[src/rtl/spi_irq_pkg.sv]
// Package: shared widths, event indices and register offsets for the
// SPI interrupt unit. Assumes byte offsets on an 8-bit address bus.
package spi_irq_pkg;
    localparam int NUM_EV   = 4;
    localparam int ADDR_W   = 8;
    localparam int DATA_W   = 32;

    // Event bit positions in the status views (decoded by software)
    localparam int EV_SENT  = 0;
    localparam int EV_RCVD  = 1;
    localparam int EV_OVF   = 2;
    localparam int EV_UNF   = 3;

    // Enable bit positions inside the control word
    localparam int EN_RCVD  = 4;
    localparam int EN_SENT  = 5;
    localparam int EN_OVF   = 6;
    localparam int EN_UNF   = 7;

    localparam logic [ADDR_W-1:0] OFF_CLEAR  = 8'h0C;
    localparam logic [ADDR_W-1:0] OFF_MASKED = 8'h20;
    localparam logic [ADDR_W-1:0] OFF_RAW    = 8'h24;

    typedef logic [NUM_EV-1:0] ev_vec_t;
endpackage

[src/rtl/spi_irq_enmap.sv]
// Module: reorders the enable bits of the control word into event order.
// Assumes the control word is held stable by its owner; purely combinational.
module spi_irq_enmap
    import spi_irq_pkg::*;
#(
    parameter int CTRL_W = DATA_W
) (
    input  logic [CTRL_W-1:0] ctrl_i,
    output ev_vec_t           en_o
);
    // Pick each event's enable from its control-word position
    always_comb begin
        en_o          = '0;
        en_o[EV_SENT] = ctrl_i[EN_SENT];
        en_o[EV_RCVD] = ctrl_i[EN_RCVD];
        en_o[EV_OVF]  = ctrl_i[EN_OVF];
        en_o[EV_UNF]  = ctrl_i[EN_UNF];
    end
endmodule

[src/rtl/spi_irq_raw.sv]
// Module: sticky raw event bits with write-one-to-clear.
// Assumes events are single-cycle pulses; a set in the same cycle wins over a clear.
module spi_irq_raw
    import spi_irq_pkg::*;
#(
    parameter int N = NUM_EV
) (
    input  logic         clk_i,
    input  logic         rst_ni,
    input  logic [N-1:0] set_i,
    input  logic [N-1:0] clr_i,
    output logic [N-1:0] raw_o
);
    for (genvar g = 0; g < N; g++) begin : g_bit
        // Hold one event bit: the set wins, otherwise clear or keep
        always_ff @(posedge clk_i) begin
            if (!rst_ni)        raw_o[g] <= 1'b0;
            else if (set_i[g])  raw_o[g] <= 1'b1;
            else if (clr_i[g])  raw_o[g] <= 1'b0;
        end

        assert_set_wins_R8: assert property (@(posedge clk_i) disable iff (!rst_ni)
            set_i[g] |=> raw_o[g]);
        assert_sticky_R2: assert property (@(posedge clk_i) disable iff (!rst_ni)
            (raw_o[g] && !clr_i[g]) |=> raw_o[g]);
        assert_clear_R6: assert property (@(posedge clk_i) disable iff (!rst_ni)
            (clr_i[g] && !set_i[g]) |=> !raw_o[g]);
    end
endmodule

[src/rtl/spi_irq_bus.sv]
// Module: bus decoder; makes clear strobes and muxes read data.
// Assumes single-cycle strobes; reads are combinational and have no side effects.
module spi_irq_bus
    import spi_irq_pkg::*;
(
    input  logic [ADDR_W-1:0] addr_i,
    input  logic              wr_i,
    input  logic [DATA_W-1:0] wdata_i,
    input  ev_vec_t           raw_i,
    input  ev_vec_t           masked_i,
    output ev_vec_t           clr_o,
    output logic [DATA_W-1:0] rdata_o
);
    // Build the clear strobes from a write to the clear offset
    always_comb begin
        clr_o = '0;
        if (wr_i && addr_i == OFF_CLEAR) clr_o = wdata_i[NUM_EV-1:0];
    end

    // Select read data by offset; unmapped offsets read zero
    always_comb begin
        rdata_o = '0;
        unique case (addr_i)
            OFF_MASKED: rdata_o[NUM_EV-1:0] = masked_i;
            OFF_RAW:    rdata_o[NUM_EV-1:0] = raw_i;
            default:    rdata_o = '0;
        endcase
    end
endmodule

[src/rtl/spi_irq_unit.sv]
// Top: SPI interrupt status and clear unit. Collects event pulses into
// raw bits, masks them with control-word enables, and drives a level irq.
// Assumes the read strobe is informative only (reads have no side effects).
module spi_irq_unit
    import spi_irq_pkg::*;
(
    input  logic              clk_i,
    input  logic              rst_ni,
    input  logic              ev_sent_i,
    input  logic              ev_rcvd_i,
    input  logic              ev_ovf_i,
    input  logic              ev_unf_i,
    input  logic [DATA_W-1:0] ctrl_word_i,
    input  logic [ADDR_W-1:0] bus_addr_i,
    input  logic              bus_wr_i,
    input  logic              bus_rd_i,
    input  logic [DATA_W-1:0] bus_wdata_i,
    output logic [DATA_W-1:0] bus_rdata_o,
    output logic              irq_o
);
    ev_vec_t ev_set, ev_clr, ev_raw, ev_en, ev_masked;
    logic    rd_unused;

    // Gather event pulses into event order
    always_comb begin
        ev_set          = '0;
        ev_set[EV_SENT] = ev_sent_i;
        ev_set[EV_RCVD] = ev_rcvd_i;
        ev_set[EV_OVF]  = ev_ovf_i;
        ev_set[EV_UNF]  = ev_unf_i;
    end

    assign rd_unused = bus_rd_i;

    spi_irq_enmap #(.CTRL_W(DATA_W)) i_enmap (
        .ctrl_i (ctrl_word_i),
        .en_o   (ev_en)
    );

    spi_irq_raw #(.N(NUM_EV)) i_raw (
        .clk_i  (clk_i),
        .rst_ni (rst_ni),
        .set_i  (ev_set),
        .clr_i  (ev_clr),
        .raw_o  (ev_raw)
    );

    // Gate raw bits with their enables
    assign ev_masked = ev_raw & ev_en;

    spi_irq_bus i_bus (
        .addr_i   (bus_addr_i),
        .wr_i     (bus_wr_i),
        .wdata_i  (bus_wdata_i),
        .raw_i    (ev_raw),
        .masked_i (ev_masked),
        .clr_o    (ev_clr),
        .rdata_o  (bus_rdata_o)
    );

    // Level interrupt from any pending masked event
    assign irq_o = |ev_masked;

    assert_irq_level_R9: assert property (@(posedge clk_i) disable iff (!rst_ni)
        irq_o == (|(ev_raw & {ctrl_word_i[EN_UNF], ctrl_word_i[EN_OVF],
                              ctrl_word_i[EN_RCVD], ctrl_word_i[EN_SENT]})));
    assert_other_write_R7: assert property (@(posedge clk_i) disable iff (!rst_ni)
        (!(bus_wr_i && bus_addr_i == OFF_CLEAR) && ev_set == '0) |=> $stable(ev_raw));
    assert_event_latch_R3: assert property (@(posedge clk_i) disable iff (!rst_ni)
        ev_unf_i |=> ev_raw[EV_UNF]);
    assert_reset_R1: assert property (@(posedge clk_i)
        !rst_ni |=> (ev_raw == '0 && !irq_o));
endmodule

[config.mk]
export PLATFORM = sky130hd
export DESIGN_NAME = spi_irq_unit
export DESIGN_NICKNAME = d
export VERILOG_FILES = /design/src/rtl/spi_irq_pkg.sv /design/src/rtl/spi_irq_enmap.sv /design/src/rtl/spi_irq_raw.sv /design/src/rtl/spi_irq_bus.sv /design/src/rtl/spi_irq_unit.sv
export SDC_FILE = /design/constraint.sdc
export NUM_CORES = 1
export LEC_CHECK = 0
export BUFFER_PORTS_ARGS = -buffer_cell sky130_fd_sc_hd__buf_2
export CAP_MARGIN = 20
export CORE_ASPECT_RATIO = 1.1
export CORE_UTILIZATION = 19
export DETAILED_ROUTE_END_ITERATION = 10
export PLACE_DENSITY = 0.76
export SETUP_SLACK_MARGIN = 0.2
export SYNTH_ARGS = -nofsm -noshare
export SYNTH_HDL_FRONTEND = slang
export SYNTH_SLANG_ARGS = --single-unit
[constraint.sdc]
create_clock -name clk_i -period 1.4 [get_ports clk_i]
set_input_delay 0.21 -clock clk_i [delete_from_list [all_inputs] [get_ports clk_i]]
set_output_delay 0.21 -clock clk_i [all_outputs]
set_load 0.01 [all_outputs]
==> Flow_metrics.wiki <==
{| class="wikitable"
! Metric !! Value
|-
| Outcome || finished, violations left
|-
| Violations in the final reports || setup timing
|-
| Post-layout nets || 175
|-
| Mean instance size in the synthesized netlist || 7.55 um^2
|-
| Final cycle utilization of the critical path || 1.13
|-
| Largest registers || i_raw.raw_o: 4 flops
|-
| Antenna Diode Count || 0
|-
| Power density relative to cell area || 653 nW/um^2
|-
| End point of the most critical hold path || i_raw.raw_o[1]
|-
| H-Tree Level Count || 1
|-
| DRC violation total after the first TritonRoute iteration || 4
|-
| Cell Chain, Critical Path || buf_6 > or3_4 > or4_4 > nor2_2 > buf_2
|-
| Worst clock skew || 0 ns
|-
| Library cell occupying the most area in the post-synthesis netlist || sky130_fd_sc_hd__buf_4
|-
| Number of buffers created by CTS || 3
|-
| Total congestion overflow || 0
|-
| Core Footprint || 2270 um^2
|-
| Count of endpoints failing hold in the final timing report || 0
|-
| Final critical delay including setup and external delays || 1.58 ns
|-
| Critical Path End Type || output pin
|-
| Slowest stage delay, CP || 0.47 ns
|-
| DRC viols || 0
|-
| Setup slack of the worst register-to-register path || 0.74 ns
|-
| Kind of cell with the highest combined delay on the critical path || simple AND/OR/NAND/NOR gates
|-
| Clock insertion delay at the later pin of the skew report || 0.24 ns
|-
| Clock root buffer || sky130_fd_sc_hd__clkbuf_4
|-
| Number of rows created at floorplan || 18
|-
| Initial antenna violation count || 0
|-
| Mean number of vias per cell || 3.61
|-
| Element type at the critical path start || primary input
|-
| Top achievable clock speed || 632 MHz
|-
| Wire length of the first global-routing pass || 1560 um
|-
| Total count of max-transition violations in the final report || 0
|-
| Per-cell routed wire length || 9.02 um
|-
| DRT Pass-1 Iters || 2
|-
| Combined area of all synthesized cells || 460 um^2
|-
| CTS tree || built
|-
| Number of flip-flops in the largest register || 4
|-
| Overall power of the completed layout || 0.390 mW
|-
| Non-filler cells in the finished layout || 123
|-
| Die Wd || 48.9 um
|-
| Count of state elements after synthesis || 4
|-
| Effective utilization at floorplan || 0.202
|-
| WHS Path Cells || 3
|-
| YS warnings || 0
|-
| Setup repair after global routing missed its margin || true
|-
| Area share of the largest cell type after synthesis || 0.457
|-
| ANT nets after route || 0
|-
| Fraction of final layout cells with drive strength greater than 1 || 0.452
|-
| Data arrival time of the critical path || 1.37 ns
|-
| Largest net degree at the start of global routing || 6
|-
| Max-capacitance violation count || 0
|-
| Data required time at the worst endpoint || 1.19 ns
|-
| Synth cell types || 14
|-
| Number of clock sinks seen by CTS || 4
|-
| Largest reg by FF count || i_raw.raw_o
|-
| Final GP Congestion || 0.679
|-
| Area of the die || 2620 um^2
|-
| Instance count of the mapped netlist || 61
|-
| Inst Count DP || 119
|-
| Kind of critical path || primary input to output pin
|-
| Min-Delay Startpoint || rst_ni
|-
| Length in cells of the worst reg-to-reg path || 2
|-
| Destination of the worst register-to-register timing path || i_raw.raw_o[0]
|-
| Total routed wirelength || 1110 um
|-
| Number of primary I/O pins || 113
|-
| Critical-path top delay cell || sky130_fd_sc_hd__or4_4
|-
| Number of global-route vias before repair || 363
|-
| Worst path buffer plus inverter count || 2
|-
| DIE HEIGHT || 53.6 um
|-
| Area growth from synthesis to layout || 29.6%
|-
| Clock edge transition at the registers on the reported setup and hold paths || 0.04 ns
|-
| Lkg Pwr || 0.309 nW
|-
| Number of logic stages on the critical path including buffering || 5
|-
| Number of vias after detailed routing || 444
|-
| Max Root-Sink Buffers || 2
|-
| Setup ws final || -0.182 ns
|-
| Type of the worst min-delay path || primary input to flop
|-
| Top cells by area, synth || sky130_fd_sc_hd__buf_4 (46%), sky130_fd_sc_hd__dfxtp_1 (17%), sky130_fd_sc_hd__o21ai_0 (8.7%)
|-
| Overall Global Routing Usage || 0.0842
|-
| Crit path max fanout || 4
|-
| Final setup fails || 4
|-
| Portion of the post-synthesis area used by sequential elements || 0.174
|-
| Detailed placer's ending HPWL || 940 um
|-
| Most common library cell in the layout ignoring fill and taps || sky130_fd_sc_hd__conb_1
|-
| Maximum resistive drop on vdd || 0.000263 V
|-
| Most frequent cells in the layout || sky130_fd_sc_hd__conb_1 (28), sky130_fd_sc_hd__buf_2 (26), sky130_fd_sc_hd__o21ai_0 (8)
|-
| IO Port Bufs || 27
|-
| Startpoint of the worst register-to-register path || i_raw.raw_o[0]
|}
logic make-up (layout without fill, tap and decap cells):
logic type,count (synthesis),count (layout),share of synthesized area
simple gates,14,14,0.198
compound gates,14,14,0.163
flops,4,4,0.174
other cells,1,28,0.00814
buf+inv,28,33,0.457
worst register-to-register path, delay by kind of cell (launching register included):
| family | cells | cell delay [ns] |
|---|---|---|
| DFF | 1 | 0.33 |
| AOI/OAI and AO/OA | 2 | 0.21 |
final cells by class:
type                       instances  area [um^2]
sequential                         4         81.3
multi-input combinational         56          292
fill                             268         1680
clock buffer                       3         22.5
timing repair buffer              30          164
tap                               30         37.5
cells in the mapped netlist:
| cell | number |
|---|---|
| sky130_fd_sc_hd__conb_1 | 1 |
| sky130_fd_sc_hd__nor3_1 | 1 |
| sky130_fd_sc_hd__buf_4 | 28 |
| sky130_fd_sc_hd__dfxtp_1 | 4 |
| sky130_fd_sc_hd__or3_4 | 1 |
| sky130_fd_sc_hd__a22oi_1 | 2 |
| sky130_fd_sc_hd__nand4b_1 | 1 |
| sky130_fd_sc_hd__o21ai_0 | 8 |
| sky130_fd_sc_hd__or4_4 | 1 |
| sky130_fd_sc_hd__a21oi_1 | 4 |
| sky130_fd_sc_hd__nor3b_1 | 4 |
| sky130_fd_sc_hd__nand2_1 | 1 |
| sky130_fd_sc_hd__nand2b_1 | 1 |
| sky130_fd_sc_hd__nor2_1 | 4 |
layer usage:
layer / vias up / GRT usage / wire length (um)
met1: 184 / 0.111 / 526
li1: 217 / - / -
met2: 41 / 0.116 / 464
met5: - / 0 / 0
met3: 2 / 0.0169 / 96
met4: 0 / 0.0735 / 22
repair_timing:
| item | CTS | global route |
|---|---|---|
| setup endpoints to repair | 4 | 5 |
| pin swaps | 6 | 1 |
| buffers inserted | 1 | 0 |
| hold buffers | 0 | 0 |
| resized for setup | 1 | 3 |
stage by stage:
step | utilization | instance area [um^2] | hold slack (ns) | TNS, ns | setup WS, ns
2_1_floorplan | - | 572 | 0.348 | -0.416 | -0.104
3_3_place_gp | 0.241 | 549 | 0.482 | -1.07 | -0.270
3_5_place_dp | 0.241 | 549 | 0.489 | -1.13 | -0.288
4_1_cts | 0.257 | 586 | 0.233 | -0.713 | -0.183
5_1_grt | 0.262 | 597 | 0.227 | -0.890 | -0.234
6_report | 0.262 | 597 | 0.234 | -0.698 | -0.182
where the power goes:
group | leakage, nW | internal (mW) | switching [mW] | total [mW]
combinational | 0.261 | 0.0441 | 0.0681 | 0.112
sequential | 0.0337 | 0.123 | 0.00761 | 0.131
clock | 0.0138 | 0.0961 | 0.0503 | 0.146
worst max-delay path by stage:
stage / startpoint / end / slack [ns]
after floorplan: bus_addr_i[7] / bus_rdata_o[0] / -0.10
after global placement: bus_addr_i[7] / bus_rdata_o[0] / -0.27
after detailed placement: bus_addr_i[7] / bus_rdata_o[1] / -0.29
after CTS: bus_addr_i[4] / bus_rdata_o[1] / -0.18
after global routing: bus_addr_i[4] / bus_rdata_o[1] / -0.23
final: bus_addr_i[4] / bus_rdata_o[1] / -0.18
Power figures use the tool's default switching activity.
